--- src/rtl/tod_pkg.sv ---
package tod_pkg;
    typedef enum logic {
        TICK_COARSE = 1'b0,
        TICK_FINE   = 1'b1
    } tick_mode_e;
endpackage

--- src/rtl/tod_rate_gen.sv ---
module tod_rate_gen
    import tod_pkg::*;
#(
    parameter int ADD_W = 32
) (
    input  logic             clk,
    input  logic             rst_n,
    input  tick_mode_e       mode,
    input  logic [ADD_W-1:0] addend,
    input  logic             clr,
    output logic             tick
);
    typedef struct packed {
        logic [ADD_W-1:0] acc;
    } rate_st_t;

    rate_st_t     st_d, st_q;
    logic [ADD_W:0] sum;

    always_comb begin
        st_d = st_q;
        sum  = {1'b0, st_q.acc} + {1'b0, addend};
        tick = (mode == TICK_COARSE) ? 1'b1 : sum[ADD_W];
        if (clr)
            st_d.acc = '0;
        else if (mode == TICK_FINE)
            st_d.acc = sum[ADD_W-1:0];
    end

    always_ff @(posedge clk or negedge rst_n) begin
        if (!rst_n) st_q <= '0;
        else        st_q <= st_d;
    end

    // accumulator contents survive coarse-mode cycles
    a_r8_acc_held: assert property (@(posedge clk) disable iff (!rst_n)
        (mode == TICK_COARSE && !clr) |=> $stable(st_q.acc));
    // the seed strobe empties the accumulator
    a_r5_acc_clear: assert property (@(posedge clk) disable iff (!rst_n)
        clr |=> (st_q.acc == '0));
endmodule

--- src/rtl/tod_core.sv ---
module tod_core #(
    parameter int SEC_W = 32,
    parameter int SUB_W = 31,
    parameter int INC_W = 8
) (
    input  logic             clk,
    input  logic             rst_n,
    input  logic             tick,
    input  logic [INC_W-1:0] inc,
    input  logic             load,
    input  logic [SEC_W-1:0] seed_sec,
    input  logic [SUB_W-1:0] seed_sub,
    output logic [SEC_W-1:0] sec,
    output logic [SUB_W-1:0] sub
);
    typedef struct packed {
        logic [SEC_W-1:0] sec;
        logic [SUB_W-1:0] sub;
    } tod_st_t;

    tod_st_t        st_d, st_q;
    logic [SUB_W:0] sub_sum;

    always_comb begin
        st_d    = st_q;
        sub_sum = {1'b0, st_q.sub} + (SUB_W+1)'(inc);
        if (load) begin
            st_d.sec = seed_sec;
            st_d.sub = seed_sub;
        end else if (tick) begin
            st_d.sub = sub_sum[SUB_W-1:0];
            st_d.sec = st_q.sec + SEC_W'(sub_sum[SUB_W]);
        end
    end

    always_ff @(posedge clk or negedge rst_n) begin
        if (!rst_n) st_q <= '0;
        else        st_q <= st_d;
    end

    assign sec = st_q.sec;
    assign sub = st_q.sub;

    // seeds load regardless of a concurrent update event
    a_r5_seed_load: assert property (@(posedge clk) disable iff (!rst_n)
        load |=> (sec == $past(seed_sec) && sub == $past(seed_sub)));
    // without an update event nothing moves
    a_r4_hold_no_tick: assert property (@(posedge clk) disable iff (!rst_n)
        (!load && !tick) |=> ($stable(sec) && $stable(sub)));
    // seconds only ever step by one on an update
    a_r3_sec_step: assert property (@(posedge clk) disable iff (!rst_n)
        (!load && tick) |=> (sec == $past(sec) || sec == $past(sec) + 1'b1));
endmodule

--- src/rtl/tod_read_latch.sv ---
module tod_read_latch #(
    parameter int SEC_W = 32,
    parameter int SUB_W = 31
) (
    input  logic             clk,
    input  logic             rst_n,
    input  logic             rd,
    input  logic [SEC_W-1:0] sec_in,
    input  logic [SUB_W-1:0] sub_in,
    output logic [SEC_W-1:0] hi,
    output logic [SUB_W:0]   lo
);
    typedef struct packed {
        logic [SEC_W-1:0] hi;
        logic [SUB_W:0]   lo;
    } shadow_st_t;

    shadow_st_t st_d, st_q;

    always_comb begin
        st_d = st_q;
        if (rd) begin
            st_d.hi = sec_in;
            st_d.lo = {1'b0, sub_in};
        end
    end

    always_ff @(posedge clk or negedge rst_n) begin
        if (!rst_n) st_q <= '0;
        else        st_q <= st_d;
    end

    assign hi = st_q.hi;
    assign lo = st_q.lo;

    // the pair comes from one and the same cycle
    a_r6_pair_latched: assert property (@(posedge clk) disable iff (!rst_n)
        rd |=> (hi == $past(sec_in) && lo[SUB_W-1:0] == $past(sub_in)));
    // shadow words hold between strobes
    a_r6_shadow_hold: assert property (@(posedge clk) disable iff (!rst_n)
        !rd |=> ($stable(hi) && $stable(lo)));
endmodule

--- src/rtl/tod_clock.sv ---
module tod_clock
    import tod_pkg::*;
#(
    parameter int SEC_W = 32,
    parameter int SUB_W = 31,
    parameter int INC_W = 8,
    parameter int ADD_W = 32
) (
    input  logic               clk,
    input  logic               rst_n,
    input  logic               fine_mode,
    input  logic [INC_W-1:0]   sub_inc,
    input  logic [ADD_W-1:0]   addend,
    input  logic               seed_stb,
    input  logic [SEC_W-1:0]   seed_sec,
    input  logic [SUB_W-1:0]   seed_sub,
    input  logic               rd_stb,
    output logic [SEC_W-1:0]   sec_now,
    output logic [SUB_W-1:0]   sub_now,
    output logic [SUB_W:0]     low_word,
    output logic [SEC_W-1:0]   high_word
);
    localparam int LOW_W = SUB_W + 1;

    tick_mode_e mode;
    logic       tick;

    assign mode = fine_mode ? TICK_FINE : TICK_COARSE;

    tod_rate_gen #(.ADD_W(ADD_W)) i_rate (
        .clk    (clk),
        .rst_n  (rst_n),
        .mode   (mode),
        .addend (addend),
        .clr    (seed_stb),
        .tick   (tick)
    );

    tod_core #(.SEC_W(SEC_W), .SUB_W(SUB_W), .INC_W(INC_W)) i_core (
        .clk      (clk),
        .rst_n    (rst_n),
        .tick     (tick),
        .inc      (sub_inc),
        .load     (seed_stb),
        .seed_sec (seed_sec),
        .seed_sub (seed_sub),
        .sec      (sec_now),
        .sub      (sub_now)
    );

    tod_read_latch #(.SEC_W(SEC_W), .SUB_W(SUB_W)) i_shadow (
        .clk    (clk),
        .rst_n  (rst_n),
        .rd     (rd_stb),
        .sec_in (sec_now),
        .sub_in (sub_now),
        .hi     (high_word),
        .lo     (low_word)
    );

    // coarse mode advances the subseconds by the step on every edge
    a_r2_coarse_step: assert property (@(posedge clk) disable iff (!rst_n)
        (!fine_mode && !seed_stb) |=>
            (sub_now == SUB_W'($past(sub_now) + SUB_W'($past(sub_inc)))));
    // sign bit of the low word never set
    a_r7_sign_clear: assert property (@(posedge clk) disable iff (!rst_n)
        low_word[LOW_W-1] == 1'b0);
endmodule

--- config.mk ---
export PLATFORM = sky130hd
export DESIGN_NAME = tod_clock
export DESIGN_NICKNAME = d
export VERILOG_FILES = /design/src/rtl/tod_pkg.sv /design/src/rtl/tod_rate_gen.sv /design/src/rtl/tod_core.sv /design/src/rtl/tod_read_latch.sv /design/src/rtl/tod_clock.sv
export SDC_FILE = /design/constraint.sdc
export NUM_CORES = 1
export LEC_CHECK = 0
export BUFFER_PORTS_ARGS = -buffer_cell sky130_fd_sc_hd__buf_2
export CORE_MARGIN = 3
export CORE_UTILIZATION = 55
export CTS_CLUSTER_SIZE = 40
export DETAILED_ROUTE_END_ITERATION = 16
export MAX_ROUTING_LAYER = met4
export PLACE_DENSITY_LB_ADDON = 0.15
export SYNTH_ARGS = -nofsm -noshare
export SYNTH_HDL_FRONTEND = slang
export SYNTH_SLANG_ARGS = --single-unit
--- constraint.sdc ---
create_clock -name clk -period 9.4 [get_ports clk]
set_clock_uncertainty 0.15 [all_clocks]
set_input_delay 1.41 -clock clk [delete_from_list [all_inputs] [get_ports clk]]
set_output_delay 1.41 -clock clk [all_outputs]
set_load 0.005 [all_outputs]
==> flow_metrics.tcl, run 1 <==
set metrics [dict create \
    run_status "finished clean" \
    timing.max_slew.rel_slack_pct 25.30 \
    maxClockFrequency_mhz 180.1 \
    syn_avg_cell_area_sq_um 9.902 \
    hpwlAfterDp_um 18190 \
    grtUsageTotal_pct 28.02 \
    placedCellCount 1378 \
    fillers 1364 \
    number_of_distinct_library_cells_after_synthesis 73 \
    ant_nets 0 \
    critical_path.max_fanout 6 \
    postSynthNetCount 1128 \
    power_density_nw_per_um2 211.1 \
    final_nets 1329 \
    vdd_drop_max_mv 0.1628 \
    setup-violations-final 0 \
    dp_worst_setup_slack_ns 3.515 \
    ys_ff_latch 158 \
    setup_repair_after_global_routing_missed_its_margin "false" \
    seq_area_frac_synth_pct 40.91 \
    worst_hold_path_type "reg -> reg" \
    post-cts-setup-buffer-count 0 \
    post-layout-total-power_uw 2429 \
    wl_per_cell_um 18.93 \
    most-common-layout-cells "sky130_fd_sc_hd__buf_2, sky130_fd_sc_hd__dfrtp_1, sky130_fd_sc_hd__a21oi_1" \
    synthArstFlopShare_pct 100.0 \
    crit_type "in -> reg" \
    share_of_the_cycle_needed_by_the_critical_path_after_routing_pct 59.07 \
    cell_types_occupying_the_most_area_after_synthesis "sky130_fd_sc_hd__dfrtp_1, sky130_fd_sc_hd__mux2_2, sky130_fd_sc_hd__ha_1" \
    number_of_cts_inserted_buffers 17 \
    area_used_by_multi_input_combinational_logic_sq_um 5354 \
    cell_type_with_the_largest_total_area_after_synthesis "sky130_fd_sc_hd__dfrtp_1" \
    first_global_vias 8439 \
    cts_num_sinks 158 \
    placement.io_buffers 233 \
    critical_path.startpoint_type "primary input" \
    gpl_congestion 0.8786 \
    grt_start_max_net_pins 91 \
    postLayoutCellArea_sq_um 11500 \
    dieArea_sq_um 19200 \
    root_buffer "sky130_fd_sc_hd__clkbuf_16" \
    synth_enable_flop_cells 0 \
    drc_marker_count_from_the_first_detailed_route_iteration 511 \
    antenna_found_initial 1 \
    finalCriticalPeriod_ns 5.553 \
    max_cap_violations 0 \
    yosys.area.top_type_share_pct 40.91 \
    final_std_cells_w_o_fill 1411 \
    grt_overflow_total 0 \
    finalHoldViolCount 0 \
    post-route-worst-setup-slack_ns 3.847 \
    drtPass1Iterations 5 \
    timing.setup.tns_ns 0 \
    postCtsHoldBufs 0 \
    worst_ep_required_time_ns 9.59 \
    cts.reportedPaths.clkPinSlew_ns 0.07 \
    worstSetupEndpointType "register" \
    maximum_buffer_depth_of_the_clock_tree 2 \
    ctsResizeCount 0 \
    remaining_drc_errors 0 \
    ff_latch_area_sq_um 3954 \
    syn-cell-area_sq_um 9664 \
    netlist_instances 976 \
    initial_core_util_pct 57.26 \
    floorplan.die.width_um 138.6 \
    die_height_um 138.6 \
    core_region_area_sq_um 16880 \
    cellLeakagePower_uw 0.005332 \
    vias 8637 \
    synth_flop_cell "sky130_fd_sc_hd__dfrtp_1" \
    drive_gt1_share_pct 31.68 \
    critPathArrivalTime_ns 5.74 \
    grt_pass1_wl_um 43460 \
    core.rowCount 47 \
    worstSkewPairLatency_ns 0.43 \
    count_of_h_tree_levels_built_during_cts 4 \
    tritoncts "done" \
    layout.cells.most_common "sky130_fd_sc_hd__buf_2" \
    top_level_ports 235 \
    area.growth.synth_to_final_pct 19.04 \
    total_wirelength_of_the_detailed_routed_design_um 26710 \
    ys_warn_count 0 \
    detail_route.vias_per_cell 6.121 \
    report.final.slew_viol_count 0 \
    place_area_sq_um 10920 \
    tightest_slew_ns 1.119 \
]
## area by class of cell
class                   count  area share (%)
inverters                  32           1.044
diodes                      1         0.02175
repair buffers            239           10.60
clock buffers              19           3.937
well taps                 220           2.393
flip-flops and latches    158           34.37
multi-input cells         729           46.54
clock inverters            13           1.098
## state kept, by name, indices dropped and copies added (netlist names)
| register | cells |
|---|---|
| i_core.sub | 31 |
| i_core.sec | 32 |
| i_rate.st_q | 32 |
| i_shadow.lo | 31 |
| i_shadow.hi | 32 |
## worst max-delay path, stage by stage
cell and delay, ns:
sky130_fd_sc_hd__buf_2 0.12, sky130_fd_sc_hd__ha_1 0.27, sky130_fd_sc_hd__a21o_1 0.11, sky130_fd_sc_hd__a21oi_1 0.11
sky130_fd_sc_hd__o21a_1 0.21, sky130_fd_sc_hd__o31a_1 0.39, sky130_fd_sc_hd__nor3_1 0.49, sky130_fd_sc_hd__and3_1 0.25
sky130_fd_sc_hd__ha_1 0.16, sky130_fd_sc_hd__ha_1 0.19, sky130_fd_sc_hd__and3_1 0.22, sky130_fd_sc_hd__nand3_1 0.21
sky130_fd_sc_hd__nor2_1 0.36, sky130_fd_sc_hd__nand3_1 0.22, sky130_fd_sc_hd__nor4_2 0.48, sky130_fd_sc_hd__a311o_1 0.25
sky130_fd_sc_hd__o21ai_0 0.09, sky130_fd_sc_hd__a211oi_2 0.19
## Yosys cell counts (9+ instances only)
| cell | n |
|---|---|
| sky130_fd_sc_hd__inv_1 | 31 |
| sky130_fd_sc_hd__nor3_1 | 14 |
| sky130_fd_sc_hd__o211ai_1 | 9 |
| sky130_fd_sc_hd__nand2_1 | 57 |
| sky130_fd_sc_hd__a21o_1 | 16 |
| sky130_fd_sc_hd__nand4_1 | 12 |
| sky130_fd_sc_hd__dfrtp_1 | 158 |
| sky130_fd_sc_hd__nor2_1 | 70 |
| sky130_fd_sc_hd__xnor2_1 | 12 |
| sky130_fd_sc_hd__a22oi_1 | 11 |
| sky130_fd_sc_hd__and2_1 | 10 |
| sky130_fd_sc_hd__mux2i_1 | 12 |
| sky130_fd_sc_hd__mux2_2 | 78 |
| sky130_fd_sc_hd__xor2_1 | 12 |
| sky130_fd_sc_hd__o22a_1 | 25 |
| sky130_fd_sc_hd__o22ai_1 | 10 |
| sky130_fd_sc_hd__a21oi_1 | 99 |
| sky130_fd_sc_hd__o21ai_0 | 27 |
| sky130_fd_sc_hd__nand3_1 | 21 |
| sky130_fd_sc_hd__clkbuf_1 | 41 |
| sky130_fd_sc_hd__a2bb2oi_1 | 13 |
| sky130_fd_sc_hd__a211oi_1 | 11 |
| sky130_fd_sc_hd__o2bb2ai_1 | 10 |
| sky130_fd_sc_hd__o21a_1 | 9 |
| sky130_fd_sc_hd__a31oi_1 | 12 |
| sky130_fd_sc_hd__ha_1 | 42 |
| sky130_fd_sc_hd__and3_1 | 20 |
## routing by layer
layer  track usage (%)  vias to the layer above  share of wire [%]
met5                 -                        -                  0
met4             7.696                        0                1.8
met3             5.241                       34                6.2
met2             43.73                      313                 46
met1             37.90                     4217                 46
li1                  -                     4073                  -
## kinds of logic (layout without fill, tap and decap cells)
| group | Yosys count | count (layout) | share of synthesized area (%) |
|---|---|---|---|
| AO/OA/AOI/OAI | 325 | 325 | 24.18 |
| XOR/XNOR | 24 | 24 | 2.175 |
| adder cells (fa/ha/maj) | 44 | 44 | 5.852 |
| buffers and inverters | 89 | 303 | 3.884 |
| flip-flops | 158 | 158 | 40.91 |
| multiplexers | 90 | 90 | 10.33 |
| other | 1 | 2 | 0.03880 |
| AND/OR/NAND/NOR | 245 | 245 | 12.62 |
## where the power goes
group | internal, uW | switching, uW
clock | 385 | 303
combinational | 378 | 410
sequential | 820 | 132
## final timing paths
path	start	to	slack (ns)	depth (start not counted)
worst max-delay path	sub_inc[1]	i_core.sec[28]$_DFFE_PN0P_	3.85	18
worst min-delay path	i_shadow.hi[8]$_DFFE_PN0P_	i_shadow.hi[8]$_DFFE_PN0P_	0.35	1
worst max register to register	i_core.sub[1]$_DFFE_PN0P_	i_core.sec[28]$_DFFE_PN0P_	4.47	17
worst min register to register	i_shadow.hi[8]$_DFFE_PN0P_	i_shadow.hi[8]$_DFFE_PN0P_	0.35	1
max in group asynchronous	rst_n	i_shadow.hi[16]$_DFFE_PN0P_	6.80	2
min in group asynchronous	rst_n	i_rate.st_q[15]$_DFFE_PN0P_	0.87	1
## metrics by stage
step | utilization (%) | hold WS, ns
3_5_place_dp | 64.72 | 0.3382
3_3_place_gp | 64.72 | 0.3293
4_1_cts | 68.15 | 0.3514
6_report | 68.17 | 0.3538
5_1_grt | 68.17 | 0.3704
2_1_floorplan | - | 0.3038
Note: power is estimated with default switching activity, not from simulation.
==> run 2: changes to the inputs <==
==> constraint.sdc (replaced) <==
create_clock -name clk -period 5.25 [get_ports clk]
set_clock_uncertainty 0.15 [all_clocks]
set_input_delay 0.7875 -clock clk [delete_from_list [all_inputs] [get_ports clk]]
set_output_delay 0.7875 -clock clk [all_outputs]
set_load 0.005 [all_outputs]
==> run 2 against run 1 <==
  * Non-clock buffer count rose by 8
  * Die area unchanged
  * Flip-flop and latch count unchanged
  * Largest cell class unchanged
  * Highest routed layer unchanged
==> flow_metrics.tcl, run 2 (synthesis results as in run 1) <==
set metrics [dict create \
    run_status "finished clean" \
    floorplan.die.width_um 138.6 \
    setup_repair_after_global_routing_missed_its_margin "false" \
    maximum_buffer_depth_of_the_clock_tree 2 \
    total_wirelength_of_the_detailed_routed_design_um 26760 \
    drive_gt1_share_pct 32.05 \
    wl_per_cell_um 18.82 \
    core.rowCount 47 \
    power.combinational.fraction_pct 32.3 \
    delay_heaviest_family_cp "simple AND/OR/NAND/NOR gates" \
    hpwlAfterDp_um 18420 \
    finalCriticalPeriod_ns 4.596 \
    final_nets 1337 \
    critical_path.max_fanout 6 \
    number_of_cts_inserted_buffers 17 \
    setup-violations-final 0 \
    power.internal_uw 2857 \
    ctsResizeCount 0 \
    crit_type "in -> reg" \
    timing.reg2reg.worst_path_depth 18 \
    area.growth.synth_to_final_pct 19.81 \
    worst_ep_required_time_ns 5.43 \
    initial_core_util_pct 57.26 \
    placedCellCount 1386 \
    critical_path.cell_chain "buf_2, ha_1, a21o_1, a21oi_1, o21a_1, o31a_1, nor3_1, and3_1, ha_1, ha_1, and3_1, nand3_1, nor2_1, buf_4, nand3_1, nor4_2, a311o_1, o21ai_0, a211oi_2" \
    final_std_cells_w_o_fill 1422 \
    grt_overflow_total 0 \
    pwr-share-clk_pct 28.7 \
    worstSkewPairLatency_ns 0.43 \
    cp_num_buf_inv 2 \
    worst_hold_slack_ns 0.2729 \
    cellLeakagePower_uw 0.005368 \
    most-common-layout-cells "sky130_fd_sc_hd__buf_2, sky130_fd_sc_hd__dfrtp_1, sky130_fd_sc_hd__a21oi_1" \
    grt_pass1_wl_um 43840 \
    sw_frac_of_total_pct 34.52 \
    dieArea_sq_um 19200 \
    tritoncts "done" \
    max_cap_violations 0 \
    antenna_found_initial 3 \
    grtUsageTotal_pct 28.49 \
    critical_path.startpoint_type "primary input" \
    timing.setup.tns_ns 0 \
    maxClockFrequency_mhz 217.6 \
    r2r-start "i_core.sub[1]$_DFFE_PN0P_" \
    critical-path-max-stage-delay_ns 0.45 \
    count_of_h_tree_levels_built_during_cts 4 \
    grt_start_max_net_pins 87 \
    tightest_slew_ns 0.9134 \
    layout.cells.most_common "sky130_fd_sc_hd__buf_2" \
    worst_hold_path_type "in -> async" \
    vias 8611 \
    timing.max_slew.rel_slack_pct 38.55 \
    power_density_nw_per_um2 376.8 \
    share_of_the_cycle_needed_by_the_critical_path_after_routing_pct 87.55 \
    report.final.slew_viol_count 0 \
    first_global_vias 8354 \
    detail_route.vias_per_cell 6.056 \
    root_buffer "sky130_fd_sc_hd__clkbuf_16" \
    worstSetupEndpointType "register" \
    worst-path-stages 19 \
    remaining_drc_errors 0 \
    setup.worst_path.start "sub_inc[1]" \
    path_common_cell "sky130_fd_sc_hd__ha_1" \
    critical_path_slowest_stage_cell "sky130_fd_sc_hd__nor4_2" \
    switchingPower_uw 1506 \
    drc_marker_count_from_the_first_detailed_route_iteration 603 \
    gpl_congestion 0.8583 \
    cts_num_sinks 158 \
    finalHoldViolCount 0 \
    post-cts-setup-buffer-count 0 \
    placement.io_buffers 233 \
    drtPass1Iterations 5 \
    die_height_um 138.6 \
    cts.reportedPaths.clkPinSlew_ns 0.07 \
    ant_nets 0 \
    postCtsHoldBufs 0 \
    critPathArrivalTime_ns 4.77 \
    top_level_ports 235 \
    core_region_area_sq_um 16880 \
    vdd_drop_max_mv 0.2523 \
    power_frac_seq_pct 39.0 \
]
-- run 2: cell count changes in the layout (fill, tap and decap cells not counted), moves of 2 or more --
cell,delta
sky130_fd_sc_hd__diode_2,+3
sky130_fd_sc_hd__clkbuf_8,-2
sky130_fd_sc_hd__buf_4,+8
sky130_fd_sc_hd__clkinv_4,+2
-- run 2: power groups by stage --
| stage | clock, uW | combinational (uW) | sequential (uW) |
|---|---|---|---|
| detailed placement | 0 | 1400 | 1720 |
| global placement | 0 | 1370 | 1710 |
| floorplan | 0 | 908 | 1680 |
| finish | 1250 | 1410 | 1700 |
| global route | 1330 | 1560 | 1740 |
| CTS | 1270 | 1410 | 1700 |
-- run 2: per-stage QoR --
| step | area [sq um] | total power [uW] | util [%] | worst slack [ns] |
|---|---|---|---|---|
| after floorplan | 9664 | 2590 | - | 0.8284 |
| after global placement | 10980 | 3074 | 65.08 | 0.4706 |
| after detailed placement | 10980 | 3115 | 65.08 | 0.3102 |
| after CTS | 11570 | 4378 | 68.54 | 0.6734 |
| after global routing | 11580 | 4623 | 68.59 | 0.3267 |
| final | 11580 | 4363 | 68.60 | 0.6538 |
-- run 2: worst reg2reg max path, delay by kind of cell, from the launching register on --
family,cells,cell delay (ns)
buffers and inverters,1,0.16
adders and majority gates,3,0.65
DFF,1,0.43
AOI/OAI and AO/OA,7,1.36
and+or+nand+nor,7,1.71
-- run 2: per-layer routing --
metal  share of wire (%)  track usage, %
met5                   0               -
met4                 1.2           6.552
met3                 7.0           6.310
met2                  47           43.45
met1                  45           39.32
-- run 2: area by class of cell --
class / instances / area, sq um
repair buffers: 247 / 1280
well taps: 220 / 275.3
diodes: 4 / 10.01
inverters: 32 / 120.1
flip-flops and latches: 158 / 3954
multi-input cells: 729 / 5354
clock buffers: 18 / 429.2
fillers: 1386 / 5299
clock inverters: 14 / 156.4
-- run 2: path summary, 6_finish.rpt --
| kind | endpoint | slack, ns |
|---|---|---|
| setup / recovery | i_core.sec[28]$_DFFE_PN0P_ | 0.65 |
| hold / removal | i_rate.st_q[12]$_DFFE_PN0P_ | 0.27 |
| setup reg to reg | i_core.sec[28]$_DFFE_PN0P_ | 0.69 |
| hold reg to reg | i_rate.st_q[22]$_DFFE_PN0P_ | 0.35 |
| max in group asynchronous | i_shadow.hi[1]$_DFFE_PN0P_ | 3.63 |
| min in group clk | i_rate.st_q[22]$_DFFE_PN0P_ | 0.35 |
==> run 3: changes to the inputs <==
--- a/config.mk
+++ b/config.mk
@@ -7,7 +7,7 @@
 export LEC_CHECK = 0
 export BUFFER_PORTS_ARGS = -buffer_cell sky130_fd_sc_hd__buf_2
 export CORE_MARGIN = 3
-export CORE_UTILIZATION = 55
+export CORE_UTILIZATION = 49
 export CTS_CLUSTER_SIZE = 40
 export DETAILED_ROUTE_END_ITERATION = 16
 export MAX_ROUTING_LAYER = met4
==> constraint.sdc (replaced) <==
create_clock -name clk -period 4 [get_ports clk]
set_clock_uncertainty 0.15 [all_clocks]
set_input_delay 0.6 -clock clk [delete_from_list [all_inputs] [get_ports clk]]
set_output_delay 0.6 -clock clk [all_outputs]
set_load 0.005 [all_outputs]
==> run 3 against run 2 <==
  * Die area up 12%
  * Sequential share of layout area down 1.0 points
  * Wire length up 2.1%
  * First-iteration DRC count down 5.5%
  * Non-clock buffer count up 28
  * Critical path depth down 2
  * Combinational power up 40%
  * Core utilization down 5.8 points
  * Setup slack worse by 0.42 ns
==> flow_metrics.tcl, run 3 (synthesis results as in run 1) <==
set metrics [dict create \
    timing.max_slew.rel_slack_pct 46.93 \
    critical_path.startpoint_type "register" \
    final_nets 1365 \
    setup.worst_path.start "i_core.sub[1]$_DFFE_PN0P_" \
    drc_marker_count_from_the_first_detailed_route_iteration 570 \
    placedCellCount 1453 \
    die_height_um 146.4 \
    place_area_sq_um 11330 \
    postLayoutCoreUtil_pct 62.76 \
    cts_num_sinks 158 \
    setup_repair_after_global_routing_missed_its_margin "false" \
    grtUsageTotal_pct 26.01 \
    finalCriticalPeriod_ns 3.769 \
    core_region_area_sq_um 19020 \
    critical_path.max_fanout 5 \
    worst_hold_slack_ns 0.01064 \
    share_of_the_cycle_needed_by_the_critical_path_after_routing_pct 94.22 \
    wl_per_cell_um 18.37 \
    dieArea_sq_um 21440 \
    postCtsHoldBufs 0 \
    power_density_nw_per_um2 488.2 \
    core.rowCount 50 \
    ant_nets 0 \
    finalHoldViolCount 0 \
    drtPass1Iterations 5 \
    setup-violations-final 0 \
    worstSetupEndpointType "register" \
    r2r-start "i_core.sub[1]$_DFFE_PN0P_" \
    root_buffer "sky130_fd_sc_hd__clkbuf_16" \
    antenna_found_initial 2 \
    vias 8665 \
    hpwlAfterDp_um 19300 \
    placement.io_buffers 233 \
    floorplan.die.width_um 146.4 \
    top_level_ports 235 \
    gpl_congestion 0.8408 \
    layout.cells.most_common "sky130_fd_sc_hd__buf_2" \
    critical_path_slowest_stage_cell "sky130_fd_sc_hd__or4_1" \
    cts.reportedPaths.clkPinSlew_ns 0.07 \
    path_common_cell "sky130_fd_sc_hd__and3_1" \
    tightest_slew_ns 0.7895 \
    initial_core_util_pct 50.82 \
    grt_pass1_wl_um 44460 \
    drive_gt1_share_pct 34.12 \
    most-common-layout-cells "sky130_fd_sc_hd__buf_2, sky130_fd_sc_hd__dfrtp_1, sky130_fd_sc_hd__a21oi_1" \
    count_of_h_tree_levels_built_during_cts 4 \
    total_wirelength_of_the_detailed_routed_design_um 27310 \
    report.final.slew_viol_count 0 \
    max_cap_violations 0 \
    grt_overflow_total 0 \
    post-layout-total-power_uw 5827 \
    vdd_drop_max_mv 0.3108 \
    cellLeakagePower_uw 0.005535 \
    worst_ep_required_time_ns 4.15 \
    run_status "finished clean" \
    maximum_buffer_depth_of_the_clock_tree 2 \
    critical_path.cell_chain "ha_1, a21o_1, a21oi_1, o21a_1, o31a_1, nor3_2, and3_1, ha_1, and3_1, nand4_1, nor2_1, buf_4, and3_1, nand4_1, or4_1, a21oi_1, a211oi_2" \
    final_std_cells_w_o_fill 1487 \
    worst_hold_path_type "in -> async" \
    postLayoutCellArea_sq_um 11940 \
    remaining_drc_errors 0 \
    fillers 1666 \
    detail_route.vias_per_cell 5.827 \
    critical-path-max-stage-delay_ns 0.43 \
    tritoncts "done" \
    area.growth.synth_to_final_pct 23.51 \
    crit_type "reg -> reg" \
    maxClockFrequency_mhz 265.3 \
    first_global_vias 8418 \
    number_of_cts_inserted_buffers 17 \
    worstSkewPairLatency_ns 0.43 \
    grt_start_max_net_pins 136 \
    critPathArrivalTime_ns 3.92 \
]
## run 3: changes by cell type in the layout (fill, tap and decap cells not counted), sizes merged
cell | previous run | this run
buf | 247 | 275
clkbuf | 18 | 17
clkinvlp | 3 | 2
diode | 4 | 2
inv | 37 | 38
## run 3: cell type report
| type | count | area (sq um) | area share, % |
|---|---|---|---|
| Antenna cell | 2 | 5.005 | 0.04193 |
| Clock buffer | 17 | 425.4 | 3.564 |
| Clock inverter | 14 | 157.7 | 1.321 |
| Inverter | 32 | 120.1 | 1.006 |
| Multi-Input combinational cell | 729 | 5383 | 45.09 |
| Sequential cell | 158 | 3955 | 33.13 |
| Tap cell | 260 | 325.3 | 2.725 |
| Timing Repair Buffer | 275 | 1565 | 13.11 |
## run 3: critical path, delay by kind of cell, from the launching register on
kind	cells	cell delay, ns
AOI/OAI and AO/OA	6	0.96
and+or+nand+nor	8	1.57
DFF	1	0.38
adders and majority gates	2	0.44
buffers and inverters	1	0.15
## run 3: report_power, final
group | switching, uW | internal (uW) | leakage [uW]
clock | 725 | 930 | 0.000283
sequential | 270 | 1930 | 0.00188
combinational | 1010 | 966 | 0.00338
total | 2000 | 3820 | 0.00554
## run 3: final timing paths
kind / cells past startpoint / to / slack, ns
worst max register to register: 17 / i_core.sec[29]$_DFFE_PN0P_ / 0.23
worst max-delay path: 17 / i_core.sec[29]$_DFFE_PN0P_ / 0.23
min in group clk: 3 / i_core.sub[21]$_DFFE_PN0P_ / 0.26
max in group asynchronous: 2 / i_core.sub[17]$_DFFE_PN0P_ / 2.85
worst min register to register: 1 / i_shadow.hi[24]$_DFFE_PN0P_ / 0.35
worst min-delay path: 1 / i_rate.st_q[14]$_DFFE_PN0P_ / 0.01
## run 3: what timing repair did
action,CTS,global route
endpoints found under the setup margin,0,6
setup buffers,0,1
endpoints found under the hold margin,0,0
resized for setup,0,5
## run 3: per-stage QoR
stage / setup slack [ns] / setup TNS [ns]
4_1_cts: 0.1391 / 0
3_3_place_gp: -0.09037 / -0.2933
3_5_place_dp: -0.1711 / -0.8491
2_1_floorplan: 0.0008762 / 0
5_1_grt: 0.01123 / 0
6_report: 0.2313 / 0
## run 3: layer usage
layer  global-route usage [%]  up-vias  wire, um
met5                        -        -         0
met4                    4.986        0       255
met3                    5.959       16      1845
met2                    39.48      301     12500
met1                    36.20     4199     12710
li1                         -     4149         -
